[src/rtl/mdio_pkg.sv]
package mdio_pkg;
  localparam logic [4:0] REG_CTRL    = 5'd0;
  localparam logic [4:0] REG_STATUS  = 5'd1;
  localparam logic [4:0] REG_ADV     = 5'd4;
  localparam logic [4:0] REG_PARTNER = 5'd5;
  localparam logic [15:0] CTRL_ANEG_RESTART = 16'h1200;

  typedef enum logic [1:0] {ST_IDLE, ST_ISSUE, ST_WAIT} seq_state_e;

  typedef struct packed {
    logic link;
    logic speed;
    logic duplex;
    logic pause;
  } port_stat_t;
endpackage

[src/rtl/mdio_clkgen.sv]
module mdio_clkgen #(
  parameter int MDC_DIV = 2
) (
  input  logic clk_i,
  input  logic rst_ni,
  output logic mdc_o,
  output logic rise_o,
  output logic fall_o
);
  localparam int CW = (MDC_DIV > 1) ? $clog2(MDC_DIV) : 1;

  logic [CW-1:0] cnt_q;
  logic          mdc_q;
  logic          wrap;

  assign wrap   = (cnt_q == CW'(MDC_DIV - 1));
  assign rise_o = wrap & ~mdc_q;
  assign fall_o = wrap & mdc_q;
  assign mdc_o  = mdc_q;

  always_ff @(posedge clk_i or negedge rst_ni) begin
    if (!rst_ni) begin
      cnt_q <= '0;
      mdc_q <= 1'b0;
    end else if (wrap) begin
      cnt_q <= '0;
      mdc_q <= ~mdc_q;
    end else begin
      cnt_q <= cnt_q + 1'b1;
    end
  end
endmodule

[src/rtl/mdio_frame.sv]
module mdio_frame #(
  parameter int PRE_LEN = 32
) (
  input  logic        clk_i,
  input  logic        rst_ni,
  input  logic        rise_i,
  input  logic        fall_i,
  input  logic        start_i,
  input  logic        rd_i,
  input  logic [4:0]  phy_i,
  input  logic [4:0]  reg_i,
  input  logic [15:0] wdata_i,
  input  logic        mdio_i,
  output logic        mdio_o,
  output logic        mdio_oe_o,
  output logic        done_o,
  output logic [15:0] rdata_o
);
  localparam int FLEN    = PRE_LEN + 32;
  localparam int CW      = $clog2(FLEN + 1);
  localparam int TA_POS  = PRE_LEN + 14;
  localparam int DAT_POS = PRE_LEN + 16;

  logic [FLEN-1:0] sh_q;
  logic [CW-1:0]   cnt_q;
  logic            active_q, rd_q;

  always_ff @(posedge clk_i or negedge rst_ni) begin
    if (!rst_ni) begin
      sh_q      <= '0;
      cnt_q     <= '0;
      active_q  <= 1'b0;
      rd_q      <= 1'b0;
      mdio_o    <= 1'b1;
      mdio_oe_o <= 1'b0;
      done_o    <= 1'b0;
      rdata_o   <= '0;
    end else begin
      done_o <= 1'b0;
      if (!active_q && start_i) begin
        sh_q <= {{PRE_LEN{1'b1}}, 2'b01, (rd_i ? 2'b10 : 2'b01), phy_i, reg_i,
                 (rd_i ? 2'b11 : 2'b10), (rd_i ? 16'h0000 : wdata_i)};
        cnt_q    <= '0;
        active_q <= 1'b1;
        rd_q     <= rd_i;
      end else if (active_q && fall_i) begin
        if (cnt_q == CW'(FLEN)) begin
          active_q  <= 1'b0;
          done_o    <= 1'b1;
          mdio_oe_o <= 1'b0;
          mdio_o    <= 1'b1;
        end else begin
          mdio_o    <= sh_q[FLEN-1];
          mdio_oe_o <= !(rd_q && (cnt_q >= CW'(TA_POS)));
          sh_q      <= sh_q << 1;
          cnt_q     <= cnt_q + 1'b1;
        end
      end
      // bit k is driven when cnt becomes k+1; its rising edge follows
      if (active_q && rd_q && rise_i && (cnt_q > CW'(DAT_POS)))
        rdata_o <= {rdata_o[14:0], mdio_i};
    end
  end

  a_r4_mdio_on_fall: assert property (@(posedge clk_i) disable iff (!rst_ni)
    !fall_i |=> $stable(mdio_o) && $stable(mdio_oe_o));

  a_r5_read_release: assert property (@(posedge clk_i) disable iff (!rst_ni)
    (active_q && rd_q && (cnt_q > CW'(TA_POS))) |-> !mdio_oe_o);
endmodule

[src/rtl/mdio_seq.sv]
module mdio_seq
  import mdio_pkg::*;
#(
  parameter int          N_PORTS  = 16,
  parameter int          PHY_BASE = 8,
  parameter logic [15:0] ADV_WORD = 16'h05E1,
  localparam int         PW       = (N_PORTS > 1) ? $clog2(N_PORTS) : 1
) (
  input  logic          clk_i,
  input  logic          rst_ni,
  input  logic          en_i,
  input  logic          done_i,
  input  logic [15:0]   rdata_i,
  output logic          start_o,
  output logic          rd_o,
  output logic [4:0]    phy_o,
  output logic [4:0]    reg_o,
  output logic [15:0]   wdata_o,
  output logic          upd_o,
  output logic [PW-1:0] upd_port_o,
  output logic [15:0]   upd_r1_o,
  output logic [15:0]   upd_r5_o
);
  seq_state_e    st_q;
  logic [PW-1:0] port_q;
  logic          init_q, step_q;
  logic [15:0]   r1_q;

  always_comb begin
    start_o = (st_q == ST_ISSUE);
    rd_o    = !init_q;
    phy_o   = 5'(PHY_BASE) + 5'(port_q);
    if (init_q) reg_o = step_q ? REG_CTRL : REG_ADV;
    else        reg_o = step_q ? REG_PARTNER : REG_STATUS;
    wdata_o = step_q ? CTRL_ANEG_RESTART : ADV_WORD;
  end

  always_ff @(posedge clk_i or negedge rst_ni) begin
    if (!rst_ni) begin
      st_q       <= ST_IDLE;
      port_q     <= '0;
      init_q     <= 1'b1;
      step_q     <= 1'b0;
      r1_q       <= '0;
      upd_o      <= 1'b0;
      upd_port_o <= '0;
      upd_r1_o   <= '0;
      upd_r5_o   <= '0;
    end else begin
      upd_o <= 1'b0;
      unique case (st_q)
        ST_IDLE:  if (en_i) st_q <= ST_ISSUE;
        ST_ISSUE: st_q <= ST_WAIT;
        ST_WAIT: if (done_i) begin
          st_q <= en_i ? ST_ISSUE : ST_IDLE;
          if (!init_q && !step_q) r1_q <= rdata_i;
          if (!init_q && step_q) begin
            upd_o      <= 1'b1;
            upd_port_o <= port_q;
            upd_r1_o   <= r1_q;
            upd_r5_o   <= rdata_i;
          end
          if (step_q) begin
            step_q <= 1'b0;
            if (port_q == PW'(N_PORTS - 1)) begin
              port_q <= '0;
              init_q <= 1'b0;
            end else begin
              port_q <= port_q + 1'b1;
            end
          end else begin
            step_q <= 1'b1;
          end
        end
        default: st_q <= ST_IDLE;
      endcase
    end
  end

  a_r1_phy_range: assert property (@(posedge clk_i) disable iff (!rst_ni)
    start_o |-> (phy_o >= 5'(PHY_BASE)) && (phy_o < 5'(PHY_BASE + N_PORTS)));

  a_r2_no_update_in_init: assert property (@(posedge clk_i) disable iff (!rst_ni)
    upd_o |-> !init_q);

  a_r9_wrap: assert property (@(posedge clk_i) disable iff (!rst_ni)
    (st_q == ST_WAIT && done_i && step_q && port_q == PW'(N_PORTS - 1))
      |=> (port_q == '0) && !init_q);
endmodule

[src/rtl/mdio_decode.sv]
module mdio_decode
  import mdio_pkg::*;
#(
  parameter logic [15:0] ADV_WORD = 16'h05E1
) (
  input  logic [15:0] r1_i,
  input  logic [15:0] r5_i,
  output port_stat_t  stat_o
);
  logic [15:0] common;

  always_comb begin
    common = r5_i & ADV_WORD;
    stat_o = '0;
    if (r1_i[2]) begin
      stat_o.link = 1'b1;
      if (common[8])      begin stat_o.speed = 1'b1; stat_o.duplex = 1'b1; end
      else if (common[7]) begin stat_o.speed = 1'b1; stat_o.duplex = 1'b0; end
      else if (common[6]) begin stat_o.speed = 1'b0; stat_o.duplex = 1'b1; end
      stat_o.pause = common[10];
    end
  end
endmodule

[src/rtl/mdio_autopoll.sv]
module mdio_autopoll
  import mdio_pkg::*;
#(
  parameter int          N_PORTS  = 16,
  parameter int          PHY_BASE = 8,
  parameter int          MDC_DIV  = 2,
  parameter int          PRE_LEN  = 32,
  parameter logic [15:0] ADV_WORD = 16'h05E1
) (
  input  logic               clk_i,
  input  logic               rst_ni,
  input  logic               poll_en_i,
  input  logic               mdio_i,
  output logic               mdc_o,
  output logic               mdio_o,
  output logic               mdio_oe_o,
  output logic [N_PORTS-1:0] link_o,
  output logic [N_PORTS-1:0] speed_o,
  output logic [N_PORTS-1:0] duplex_o,
  output logic [N_PORTS-1:0] pause_o
);
  localparam int PW = (N_PORTS > 1) ? $clog2(N_PORTS) : 1;

  logic          rise, fall, start, rd, done, upd;
  logic [4:0]    phy, regn;
  logic [15:0]   wdata, rdata, upd_r1, upd_r5;
  logic [PW-1:0] upd_port;
  port_stat_t    new_stat;
  port_stat_t    stat_q [N_PORTS];

  mdio_clkgen #(.MDC_DIV(MDC_DIV)) u_clk (
    .clk_i, .rst_ni, .mdc_o, .rise_o(rise), .fall_o(fall)
  );

  mdio_frame #(.PRE_LEN(PRE_LEN)) u_frame (
    .clk_i, .rst_ni, .rise_i(rise), .fall_i(fall), .start_i(start), .rd_i(rd),
    .phy_i(phy), .reg_i(regn), .wdata_i(wdata), .mdio_i, .mdio_o, .mdio_oe_o,
    .done_o(done), .rdata_o(rdata)
  );

  mdio_seq #(.N_PORTS(N_PORTS), .PHY_BASE(PHY_BASE), .ADV_WORD(ADV_WORD)) u_seq (
    .clk_i, .rst_ni, .en_i(poll_en_i), .done_i(done), .rdata_i(rdata),
    .start_o(start), .rd_o(rd), .phy_o(phy), .reg_o(regn), .wdata_o(wdata),
    .upd_o(upd), .upd_port_o(upd_port), .upd_r1_o(upd_r1), .upd_r5_o(upd_r5)
  );

  mdio_decode #(.ADV_WORD(ADV_WORD)) u_dec (
    .r1_i(upd_r1), .r5_i(upd_r5), .stat_o(new_stat)
  );

  for (genvar p = 0; p < N_PORTS; p++) begin : g_port
    always_ff @(posedge clk_i or negedge rst_ni) begin
      if (!rst_ni)                            stat_q[p] <= '0;
      else if (upd && upd_port == PW'(p))     stat_q[p] <= new_stat;
    end
    // polling strap off: report every port as fully capable
    assign link_o[p]   = poll_en_i ? stat_q[p].link   : 1'b1;
    assign speed_o[p]  = poll_en_i ? stat_q[p].speed  : 1'b1;
    assign duplex_o[p] = poll_en_i ? stat_q[p].duplex : 1'b1;
    assign pause_o[p]  = poll_en_i ? stat_q[p].pause  : 1'b1;

    a_r7_down_clears: assert property (@(posedge clk_i) disable iff (!rst_ni)
      (poll_en_i && !link_o[p]) |-> !speed_o[p] && !duplex_o[p] && !pause_o[p]);
  end

  a_r10_quiet: assert property (@(posedge clk_i) disable iff (!rst_ni)
    !poll_en_i |-> !mdio_oe_o);
endmodule

[config.mk]
export PLATFORM = sky130hd
export DESIGN_NAME = mdio_autopoll
export DESIGN_NICKNAME = d
export VERILOG_FILES = /design/src/rtl/mdio_pkg.sv /design/src/rtl/mdio_clkgen.sv /design/src/rtl/mdio_frame.sv /design/src/rtl/mdio_seq.sv /design/src/rtl/mdio_decode.sv /design/src/rtl/mdio_autopoll.sv
export SDC_FILE = /design/constraint.sdc
export NUM_CORES = 1
export LEC_CHECK = 0
export ABC_CLOCK_PERIOD_IN_PS = 3600
export BUFFER_PORTS_ARGS = -buffer_cell sky130_fd_sc_hd__clkbuf_2
export CAP_MARGIN = 25
export CORE_ASPECT_RATIO = 1.1
export CORE_UTILIZATION = 50
export CTS_BUF_LIST = sky130_fd_sc_hd__clkbuf_16
export CTS_CLUSTER_DIAMETER = 80
export DETAILED_ROUTE_END_ITERATION = 7
export MAX_ROUTING_LAYER = met4
export PLACE_DENSITY = 0.69
export SYNTH_ARGS = -nofsm -noshare
export SYNTH_HDL_FRONTEND = slang
export SYNTH_SLANG_ARGS = --single-unit
[constraint.sdc]
create_clock -name clk_i -period 3.6 [get_ports clk_i]
set_input_delay 0.72 -clock clk_i [delete_from_list [all_inputs] [get_ports clk_i]]
set_output_delay 0.72 -clock clk_i [all_outputs]
set_load 0.05 [all_outputs]
# Word level (Yosys, flattened, before mapping)
# Index checks and enable logic that the tools add are counted.
# Widths: inputs -> output; s select.
# totals
regBits	183
input_bits	4
output_inout_bits	67
wordCells	255
# op_classes
addsub	4
magnitude_cmp	2
eq_ne	22
n_mux	99
bitwise	4
n_reduce_logical	41
# op_table
operator	n
$mux 64	3
$mux 1	80
$eq 4x4->1 const B	9
$logic_and 1x1->1	24
$mux 7	3
$eq 4x3->1 const B	4
$mux 16	1
$mux 13	1
$mux 2	5
$reduce_and 2->1	5
$reduce_and 3->1	3
$eq 4x2->1 const B	2
$mux 4	2
$add 7x1->7 const B	1
$eq 7x7->1 const B	1
$ge 7x6->1 const B	1
$gt 7x6->1 const B	1
$mux 3	2
$pmux 2 s3	1
$add 4x4->5 const A	1
$mux 5	1
$add 4x1->4 const B	1
$eq 4x1->1 const B	1
$logic_not 1->1	4
other kinds (11)	15

# Depth between registers and ports, before layout
# Gate-level depths: netlist of run 1.
# depth
ltp_word	5
mapped_depth	8
depth_no_buf	6

# Modules after synthesis
# Synthesis of run 1 repeated with hierarchy kept, for this count alone.
# hier_totals
hier_cells	784
area_unflattened_um2	10037.1
# by_module_without_submodules
module	n_inst	cells_per_inst	area_each_um2	seq_area_each_um2
mdio_frame	1	376	4339.2	2303.5
mdio_autopoll	1	227	2904.0	1601.5
mdio_seq	1	170	2680.1	1527.7
mdio_clkgen	1	6	78.8	50.0
mdio_decode	1	5	35.0	0.0

# Worst setup path before layout of run 1
# Ideal clock, no wire load.
# synth_path
path_type	in2out
from	input port poll_en_i
to	output port duplex_o[0]
t_arrival_ps	1622
t_required_ps	2880
setup_slack_ps	1258
cell_stages	3
n_path_buf	2
path_cell_list	clkbuf_1 > clkbuf_1 > nand2b_1
# synth_between
elab_chain_cells	1
# synth_rtl
item	line	text
start: declaration	mdio_autopoll.sv:12	input logic poll_en_i,
$mux 1	mdio_autopoll.sv:59	assign duplex_o[p] = poll_en_i ? stat_q[p].duplex : 1'b1;
end: declaration	mdio_autopoll.sv:19	output logic [N_PORTS-1:0] duplex_o,
# No other way between the ends.

# Worst setup path after layout of run 1
# layout_path
from	input port poll_en_i
to	output port duplex_o[5]
# Same word-level chain as after synthesis.

==> impl_metrics.csv, run 1 <==
group,metric,value,unit
layout,layoutNonFillerInstCount,942,
place,gp_congestion,0.764,
clock_network,clkTransAtPathRegs,0.06,ns
critical_path,crit_type,"in2out",
logic_synthesis,yosysMostFrequentCell,"dfrtp_1",
logic_synthesis,synth_area_leaders,"dfrtp_1, mux2_2, nand2_1",
logic_synthesis,synth-seq-cells,172,
sta,fin_setup_tns,0,ns
place,io_buffers,70,
layout,layout-drive-gt1-share,0.249,
outcome,status,"complete, no violations",
floorplanning,start_util,0.514,
floorplanning,ios,71,
logic_synthesis,yosysWarnings,0,
worst_hold_path,hold_class,"in2async",
critical_path,worst-r2r-setup-slack,1.49,ns
detailed_routing,wl_per_cell,14.4,µm
critical_path,r2r_start,"u_frame.cnt_q[0]",
sta,tightest_slew,0.880,ns
logic_synthesis,synthTopCellsByCount,"dfrtp_1, nand2_1, mux2_2, nand2b_1, o21ai_0",
global_route,antenna_found_initial,0,
layout,final_util,0.589,
layout,area_growth,14.8,%
flow_run,drv_cap,0,
detailed_routing,drt_wl_total,13.5,mm
detailed_routing,drc,0,
clock_network,worstSkewPairLatency,0.42,ns
detailed_routing,vias,4968,
logic_synthesis,synth_nets,693,
clock_network,numCtsBuffers,17,
global_route,grt_start_max_net_pins,96,
place,dp_cells,910,
critical_path,critPathArrivalTime,1.94,ns
global_route,grt_pass1_wl,23.1,mm
logic_synthesis,syn_avg_cell_area,10.9,µm²
floorplanning,die_y,130,µm
floorplanning,die-area,15300,µm²
sta,rsz0062_at_grt,"false",
layout,fill_cells,1172,
clock_network,cts_buffer_depth,2,
power_and_ir_drop,ir_drop,298,µV
place,place_area,7890,µm²
global_route,grt.overflow.total,0,
detailed_routing,vias_per_cell,5.27,
critical_path,r2r_cells,7,
floorplanning,die_x,118,µm
logic_synthesis,synth_cells,682,
sta,final-setup-viol-count,0,
logic_synthesis,synth_area,7420,µm²
logic_synthesis,synthArstFlopShare,1.00,
sta,slew_headroom,0.407,
sta,fmax,376,MHz
sta,fin_skew,0.0104,ns
layout,final_cell_area,8520,µm²
floorplanning,coreArea,14400,µm²
clock_network,post_cts_buffers,0,
critical_path,endpoint_kind,"primary output",
power_and_ir_drop,power_per_cell_area,593,nW/µm²
logic_synthesis,yosysTopAreaCellShare,0.573,
power_and_ir_drop,fin_total_pwr,5050,µW
layout,nets,748,
sta,hold_viol_final,0,
power_and_ir_drop,power.leakage,0.00426,µW
global_route,grt_usage,0.195,
place,dp_hpwl,8.75,mm
logic_synthesis,synth_edf_count,0,
logic_synthesis,ys.flop_type,"dfrtp_1",
critical_path,r2r_end,"u_frame.sh_q[9]",
clock_network,cts_max_level,4,
critical_path,required,2.88,ns
logic_synthesis,yosysUniqueCellTypes,47,
detailed_routing,drtIter0Drc,298,
critical_path,critPathMaxFanout,35,
floorplanning,row_count,46,
logic_synthesis,synth_area_leader_cell,"dfrtp_1",
critical_path,cp-start-kind,"primary input",
sta,period_share,0.739,
clock_network,holdBufCountCts,0,
clock_network,tritoncts,"yes",
sta,slew_viol_final,0,
clock_network,root_buffer,"clkbuf_16",
layout,diodes,0,
clock_network,cts_resized,0,
global_route,grt_pass1_vias,4735,
logic_synthesis,seq_area_frac_synth,0.581,
detailed_routing,first_pass_iters,4,
detailed_routing,postRouteAntennaNets,0,
clock_network,numClockSinks,172,
sta,min_period,2.66,ns
## logic make-up after synthesis
| family | share of synthesized area |
|---|---|
| AOI/OAI and AO/OA | 0.0766 |
| adders and majority gates | 0.0118 |
| xor gates and xnor gates | 0.00708 |
| DFF | 0.581 |
| muxes | 0.114 |
| buffers and inverters | 0.0310 |
| and+or+nand+nor | 0.179 |
## worst max-delay path, stage by stage
cell,delay (ns)
clkbuf_2,0.44
buf_4,0.42
nand2b_1,0.11
clkbuf_2,0.25
## worst max-delay path by stage
stage          startpoint           end  slack (ns)  cells past startpoint
4_1_cts         poll_en_i   duplex_o[5]        0.92                      4
5_1_grt         poll_en_i  duplex_o[11]        0.80                      4
3_3_place_gp    poll_en_i   duplex_o[5]        1.03                      4
6_report        poll_en_i   duplex_o[5]        0.94                      4
3_5_place_dp    poll_en_i   duplex_o[5]        0.92                      4
2_1_floorplan   poll_en_i   duplex_o[0]        1.26                      3
## layer usage
metal / vias up / share of wire / routed length, µm / global-route usage
li1: 2396 / - / - / -
met1: 2457 / 0.46 / 6250 / 0.248
met2: 104 / 0.49 / 6630 / 0.310
met3: 11 / 0.039 / 533 / 0.0463
met4: 0 / 0.0085 / 115 / 0.0611
met5: - / 0 / 0 / -
## area by class of cell
type,count,area [µm²],area share
multi-input cells,461,2890,0.339
clock buffers,17,425,0.0500
well taps,192,240,0.0282
flip-flops and latches,172,4310,0.506
clock inverters,15,204,0.0239
inverters,8,30.0,0.00353
repair buffers,77,422,0.0495
## through the flow
step,hold slack [ns],setup WS (ns)
after global placement,0.443,1.03
after detailed placement,0.450,0.921
final,0.392,0.938
after floorplan,0.424,1.26
after CTS,0.421,0.918
after global routing,0.444,0.801
## state kept, by name, summed over array words and instances (netlist names), 2 cells and up
signal	cells
stat_q	64
u_frame.cnt_q	7
u_frame.rdata_o	11
u_frame.sh_q	64
u_seq.port_q	4
u_seq.st_q	2
u_seq.upd_port_o	4
u_seq.upd_r5_o	4
## power by group
| part | total [µW] | internal [µW] | switching, µW |
|---|---|---|---|
| registers | 2470 | 2270 | 205 |
| logic | 651 | 230 | 421 |
| clock network | 1920 | 1220 | 703 |
| total | 5050 | 3720 | 1330 |
## cells in the final DEF, fill, tap and decap left out, drive strengths merged, types with 3 or more instances in the layout
cell type / Yosys / final
a21oi: 29 / 29
a22oi: 3 / 3
and3: 4 / 4
buf: 15 / 8
bufinv: 0 / 5
clkbuf: 26 / 86
clkinv: 0 / 8
dfrtp: 170 / 170
ha: 7 / 7
inv: 8 / 9
mux2: 74 / 74
nand2: 134 / 134
nand2b: 66 / 66
nand3: 19 / 19
nand3b: 5 / 5
nor2: 24 / 24
nor3: 3 / 3
nor3b: 3 / 3
o21ai: 55 / 55
o31ai: 3 / 3
or3: 5 / 5
xnor2: 4 / 4
Note: power is estimated with default switching activity, not from simulation.
==> run 2, diff against run 1 <==
--- a/config.mk
+++ b/config.mk
@@ -5,7 +5,7 @@
 export SDC_FILE = /design/constraint.sdc
 export NUM_CORES = 1
 export LEC_CHECK = 0
-export ABC_CLOCK_PERIOD_IN_PS = 3600
+export ABC_CLOCK_PERIOD_IN_PS = 2700
 export BUFFER_PORTS_ARGS = -buffer_cell sky130_fd_sc_hd__clkbuf_2
 export CAP_MARGIN = 25
 export CORE_ASPECT_RATIO = 1.1
==> constraint.sdc (replaced) <==
create_clock -name clk_i -period 2.7 [get_ports clk_i]
set_input_delay 0.54 -clock clk_i [delete_from_list [all_inputs] [get_ports clk_i]]
set_output_delay 0.54 -clock clk_i [all_outputs]
set_load 0.05 [all_outputs]
==> run 2 against run 1 <==
Non-clock buffer count increased by 4. Worst hold slack got worse by 0.28 ns. Cell count unchanged. Routed wire length grew 4.2%. Total power increased by 28%. Flip-flop and latch count stayed put. Clock-buffer cell count unchanged. Combinational power up 38%. Clock skew increased by 0.0016 ns. Register-to-register slack lost 0.81 ns. Critical endpoint is now u_frame.rdata_o[3]. Largest power group unchanged. Highest routed layer unchanged.
==> impl_metrics.csv, run 2 (synthesis results as in run 1) <==
group,metric,value,unit
critical_path,critPathArrivalTime,2.32,ns
layout,reg.largest.list,"stat_q: 64 flops, u_frame.sh_q: 64 flops, u_frame.rdata_o: 11 flops",
critical_path,critPathMaxStageDelay,0.40,ns
sta,final-setup-viol-count,0,
critical_path,crit_slowest_cell,"dfrtp_1",
sta,fmax,496,MHz
detailed_routing,drtIter0Drc,318,
floorplanning,row_count,46,
critical_path,crit_type,"reg2reg",
worst_hold_path,hold_class,"in2async",
power_and_ir_drop,p_sw,1780,µW
sta,timing.hold.ws,0.110,ns
layout,final_cell_mix,"dfrtp_1, nand2_1, mux2_2",
layout,area_growth,14.4,%
outcome,status,"complete, no violations",
global_route,grt_usage,0.204,
sta,tightest_slew,0.858,ns
power_and_ir_drop,power.leakage,0.00426,µW
clock_network,worstSkewPairLatency,0.42,ns
layout,multi_input_area,2890,µm²
sta,min_period,2.02,ns
power_and_ir_drop,pwr-share-comb,0.139,
place,io_buffers,70,
clock_network,holdBufCountCts,0,
clock_network,numClockSinks,172,
place,gp_congestion,0.755,
power_and_ir_drop,ir_drop,490,µV
place,dp_cells,914,
critical_path,critPathMaxFanout,11,
detailed_routing,drc,0,
floorplanning,die-area,15300,µm²
clock_network,cts_max_level,4,
layout,diodes,0,
detailed_routing,drt_wl_total,14.1,mm
detailed_routing,vias_per_cell,5.29,
clock_network,cts_resized,0,
layout,final_util,0.588,
clock_network,tritoncts,"yes",
floorplanning,coreArea,14400,µm²
detailed_routing,first_pass_iters,5,
sta,fin_skew,0.0119,ns
critical_path,path_cells,"inv_1 > ha_1 > nor3b_4 > o21ba_2 > nor2_2 > mux2_2",
detailed_routing,vias,4982,
power_and_ir_drop,clockPowerShare,0.349,
floorplanning,die_y,130,µm
global_route,antenna_found_initial,0,
layout,layoutNonFillerInstCount,942,
power_and_ir_drop,pwr-share-seq,0.512,
layout,seqCellArea,4310,µm²
sta,period_share,0.747,
floorplanning,start_util,0.514,
clock_network,clkTransAtPathRegs,0.06,ns
flow_run,drv_cap,0,
clock_network,numCtsBuffers,17,
power_and_ir_drop,swShare,0.277,
sta,fin_setup_tns,0,ns
sta,slew_headroom,0.422,
layout,layout-drive-gt1-share,0.253,
detailed_routing,wl_per_cell,15.0,µm
global_route,grt_pass1_wl,23.9,mm
critical_path,endpoint_kind,"flop",
layout,nets,752,
sta,hold_viol_final,0,
floorplanning,ios,71,
place,dp_hpwl,9.29,mm
clock_network,cts_buffer_depth,2,
layout,layout.cells.most_common,"dfrtp_1",
critical_path,required,3.00,ns
detailed_routing,postRouteAntennaNets,0,
clock_network,root_buffer,"clkbuf_16",
floorplanning,die_x,118,µm
global_route,grt_start_max_net_pins,73,
critical_path,cp-start-kind,"flop",
layout,fill_cells,1221,
sta,rsz0062_at_grt,"false",
global_route,grt.overflow.total,0,
power_and_ir_drop,internal_power,4660,µW
sta,slew_viol_final,0,
power_and_ir_drop,power_per_cell_area,759,nW/µm²
global_route,grt_pass1_vias,4845,
clock_network,post_cts_buffers,0,
run 2: cell count changes in the layout (fill, tap and decap cells not counted), sizes merged:
cell	previous run	this run
buf	8	12
bufinv	5	2
clkinv	8	6
inv	9	10
run 2: area by class of cell:
cell class	instances	share of cell area
clock inverters	11	0.0128
multi-input cells	461	0.340
flip-flops and latches	172	0.507
repair buffers	81	0.0576
well taps	192	0.0283
inverters	8	0.00354
clock buffers	17	0.0501
run 2: critical path, delay by kind of cell, from the launching register on:
kind | cells | cell delay (ns)
buffers and inverters | 1 | 0.08
AOI/OAI and AO/OA | 1 | 0.24
muxes | 1 | 0.40
and+or+nand+nor | 2 | 0.57
adders and majority gates | 1 | 0.20
DFF | 1 | 0.40
run 2: path summary, 6_finish.rpt:
check / startpoint / to / slack, ns / cells past startpoint
min in group clk_i: mdio_i / u_frame.rdata_o[0] / 0.37 / 2
max in group asynchronous: rst_ni / stat_q[7] / 1.78 / 2
max reg2reg: u_frame.cnt_q[0] / u_frame.rdata_o[3] / 0.68 / 6
min: rst_ni / stat_q[55] / 0.11 / 1
max: u_frame.cnt_q[0] / u_frame.rdata_o[3] / 0.68 / 6
min reg2reg: u_frame.mdio_o / u_frame.mdio_o / 0.45 / 2
run 2: metrics by stage:
stage | total power [µW] | setup slack [ns] | instance area (µm²)
5_1_grt | 6780 | 0.522 | 8490
3_5_place_dp | 4250 | 0.698 | 7950
2_1_floorplan | 3950 | 0.718 | 7420
6_report | 6440 | 0.684 | 8490
4_1_cts | 6520 | 0.677 | 8490
3_3_place_gp | 4180 | 0.757 | 7950
run 2: power groups by stage:
stage               Sequential [µW]  Clock (µW)  Combinational (µW)
global placement               3320           0                 859
global route                   3360        2410                1020
detailed placement             3340           0                 909
floorplan                      3290           0                 656
CTS                            3300        2300                 914
finish                         3300        2250                 896
run 2: layer usage:
layer  global-route usage  part of all wire
met1                0.251              0.45
met5                    -                 0
met3               0.0415             0.031
met2                0.337              0.50
met4               0.0762             0.014
==> run 3, diff against run 2 <==
--- a/config.mk
+++ b/config.mk
@@ -5,7 +5,7 @@
 export SDC_FILE = /design/constraint.sdc
 export NUM_CORES = 1
 export LEC_CHECK = 0
-export ABC_CLOCK_PERIOD_IN_PS = 2700
+export ABC_CLOCK_PERIOD_IN_PS = 1800
 export BUFFER_PORTS_ARGS = -buffer_cell sky130_fd_sc_hd__clkbuf_2
 export CAP_MARGIN = 25
 export CORE_ASPECT_RATIO = 1.1
@@ -14,7 +14,7 @@
 export CTS_CLUSTER_DIAMETER = 80
 export DETAILED_ROUTE_END_ITERATION = 7
 export MAX_ROUTING_LAYER = met4
-export PLACE_DENSITY = 0.69
+export PLACE_DENSITY = 0.72
 export SYNTH_ARGS = -nofsm -noshare
 export SYNTH_HDL_FRONTEND = slang
 export SYNTH_SLANG_ARGS = --single-unit
==> constraint.sdc (replaced) <==
create_clock -name clk_i -period 1.8 [get_ports clk_i]
set_input_delay 0.36 -clock clk_i [delete_from_list [all_inputs] [get_ports clk_i]]
set_output_delay 0.36 -clock clk_i [all_outputs]
set_load 0.05 [all_outputs]
==> run 3 against run 2 <==
Fmax grew 19%. First-iteration DRC count increased by 12%. Sequential power grew 49%. Die area stayed put. Cell count up 2.8%. Final area up 4.8%. Flip-flop and latch count unchanged. Routed wire length increased by 2.4%. Largest cell class unchanged. Largest power group unchanged.
==> impl_metrics.csv, run 3 (synthesis results as in run 1) <==
group,metric,value,unit
detailed_routing,first_pass_iters,6,
detailed_routing,vias_per_cell,5.23,
layout,fill_cells,1150,
layout,area_growth,19.9,%
detailed_routing,vias,5067,
sta,tightest_slew,0.501,ns
critical_path,critPathMaxFanout,11,
layout,final_cell_mix,"dfrtp_1, nand2_1, mux2_2",
detailed_routing,wl_per_cell,14.9,µm
sta,min_period,1.70,ns
sta,period_share,0.945,
floorplanning,die_y,130,µm
place,gp_congestion,0.767,
flow_run,drv_cap,0,
global_route,grt_start_max_net_pins,66,
sta,hold_viol_final,0,
layout,layoutNonFillerInstCount,968,
critical_path,critPathArrivalTime,2.00,ns
clock_network,clkTransAtPathRegs,0.06,ns
detailed_routing,drc,0,
floorplanning,row_count,46,
detailed_routing,postRouteAntennaNets,0,
floorplanning,die_x,118,µm
critical_path,worst-r2r-setup-slack,0.1,ns
sta,fin_skew,0.00878,ns
sta,rsz0062_at_grt,"true",
layout,diodes,0,
critical_path,r2r_end,"u_frame.rdata_o[0]",
critical_path,cp-endpoint,"u_frame.rdata_o[0]",
sta,slew_viol_final,0,
critical_path,r2r_cells,7,
critical_path,cp-start-kind,"flop",
sta,final-setup-viol-count,0,
layout,layout.cells.most_common,"dfrtp_1",
layout,reg.largest.list,"stat_q: 64 flops, u_frame.sh_q: 64 flops, u_frame.rdata_o: 11 flops",
place,dp_cells,929,
power_and_ir_drop,ir_drop,816,µV
sta,fin_ws,0.0999,ns
power_and_ir_drop,power_per_cell_area,1140,nW/µm²
global_route,grt_pass1_wl,23.9,mm
critical_path,crit_type,"reg2reg",
layout,nets,774,
layout,layout-drive-gt1-share,0.284,
floorplanning,start_util,0.514,
worst_hold_path,hold_class,"in2reg",
critical_path,required,2.10,ns
sta,slew_headroom,0.666,
floorplanning,coreArea,14400,µm²
clock_network,cts_buffer_depth,2,
clock_network,tritoncts,"yes",
place,dp_hpwl,9.47,mm
sta,fin_setup_tns,0,ns
critical_path,r2r_start,"u_frame.cnt_q[1]",
critical_path,startpoint,"u_frame.cnt_q[1]",
sta,fmax,588,MHz
critical_path,endpoint_kind,"flop",
global_route,grt_pass1_vias,4893,
clock_network,numCtsBuffers,17,
clock_network,cts_max_level,4,
clock_network,numClockSinks,172,
floorplanning,die-area,15300,µm²
clock_network,worstSkewPairLatency,0.43,ns
global_route,grt_usage,0.204,
place,io_buffers,70,
place,post-place-ws,0.0586,ns
detailed_routing,drt_wl_total,14.4,mm
global_route,antenna_found_initial,0,
floorplanning,ios,71,
clock_network,root_buffer,"clkbuf_16",
global_route,grt.overflow.total,0,
outcome,status,"complete, no violations",
detailed_routing,drtIter0Drc,357,
power_and_ir_drop,power.leakage,0.00443,µW
==> run 3: cell count changes in the layout (fill, tap and decap cells not counted), moves of 3 or more <==
cell and delta:
buf_4 +12, clkbuf_16 +3, buf_12 +5, clkinvlp_4 +6
clkinv_2 -4
==> run 3: critical path, stage by stage (launching register included) <==
cell and delay (ns):
dfrtp_1 0.38, inv_1 0.09, ha_1 0.14, nor3b_4 0.31, o21ba_4 0.21, nor2_4 0.04
buf_12 0.14, mux2_2 0.27
==> run 3: routing by layer <==
layer  vias to the layer above  track usage  share of wire
li1                       2437            -              -
met3                         4       0.0472          0.028
met2                        95        0.336           0.51
met4                         0       0.0611         0.0044
met5                         -            -              0
met1                      2531        0.254           0.45
==> run 3: worst min-delay path by stage <==
stage / start / to / depth (start not counted)
2_1_floorplan: rst_ni / stat_q[0] / 0
3_3_place_gp: rst_ni / stat_q[15] / 1
3_5_place_dp: rst_ni / stat_q[15] / 1
4_1_cts: mdio_i / u_frame.rdata_o[0] / 2
5_1_grt: mdio_i / u_frame.rdata_o[0] / 2
6_report: mdio_i / u_frame.rdata_o[0] / 2
==> run 3: repair_timing <==
action	in CTS	in global routing
buffers inserted	0	3
hold buffers	1	0
resized for setup	0	8
setup endpoints to repair	0	47
hold endpoints to repair	43	0
==> run 3: report_power, final <==
part / internal [µW] / total, µW / leakage (µW) / switching [µW]
Sequential: 4540 / 4930 / 0.00229 / 390
Combinational: 527 / 1440 / 0.00186 / 914
Clock: 2310 / 3810 / 0.000281 / 1490
==> run 3: through the flow <==
stage	util	power (µW)	hold slack [ns]	instance area [µm²]
2_1_floorplan	-	5930	0.0644	7420
3_3_place_gp	0.563	6330	0.350	8130
3_5_place_dp	0.563	6420	0.353	8130
4_1_cts	0.607	10300	0.171	8760
5_1_grt	0.616	10700	0.178	8890
6_report	0.616	10200	0.188	8890
==> run 3: area by class of cell <==
type	count	area, µm²	share of cell area
clock buffers	17	425	0.0478
flip-flops and latches	172	4310	0.484
well taps	192	240	0.0270
clock inverters	15	199	0.0224
inverters	8	30.0	0.00338
multi-input cells	461	2920	0.328
repair buffers	103	776	0.0872
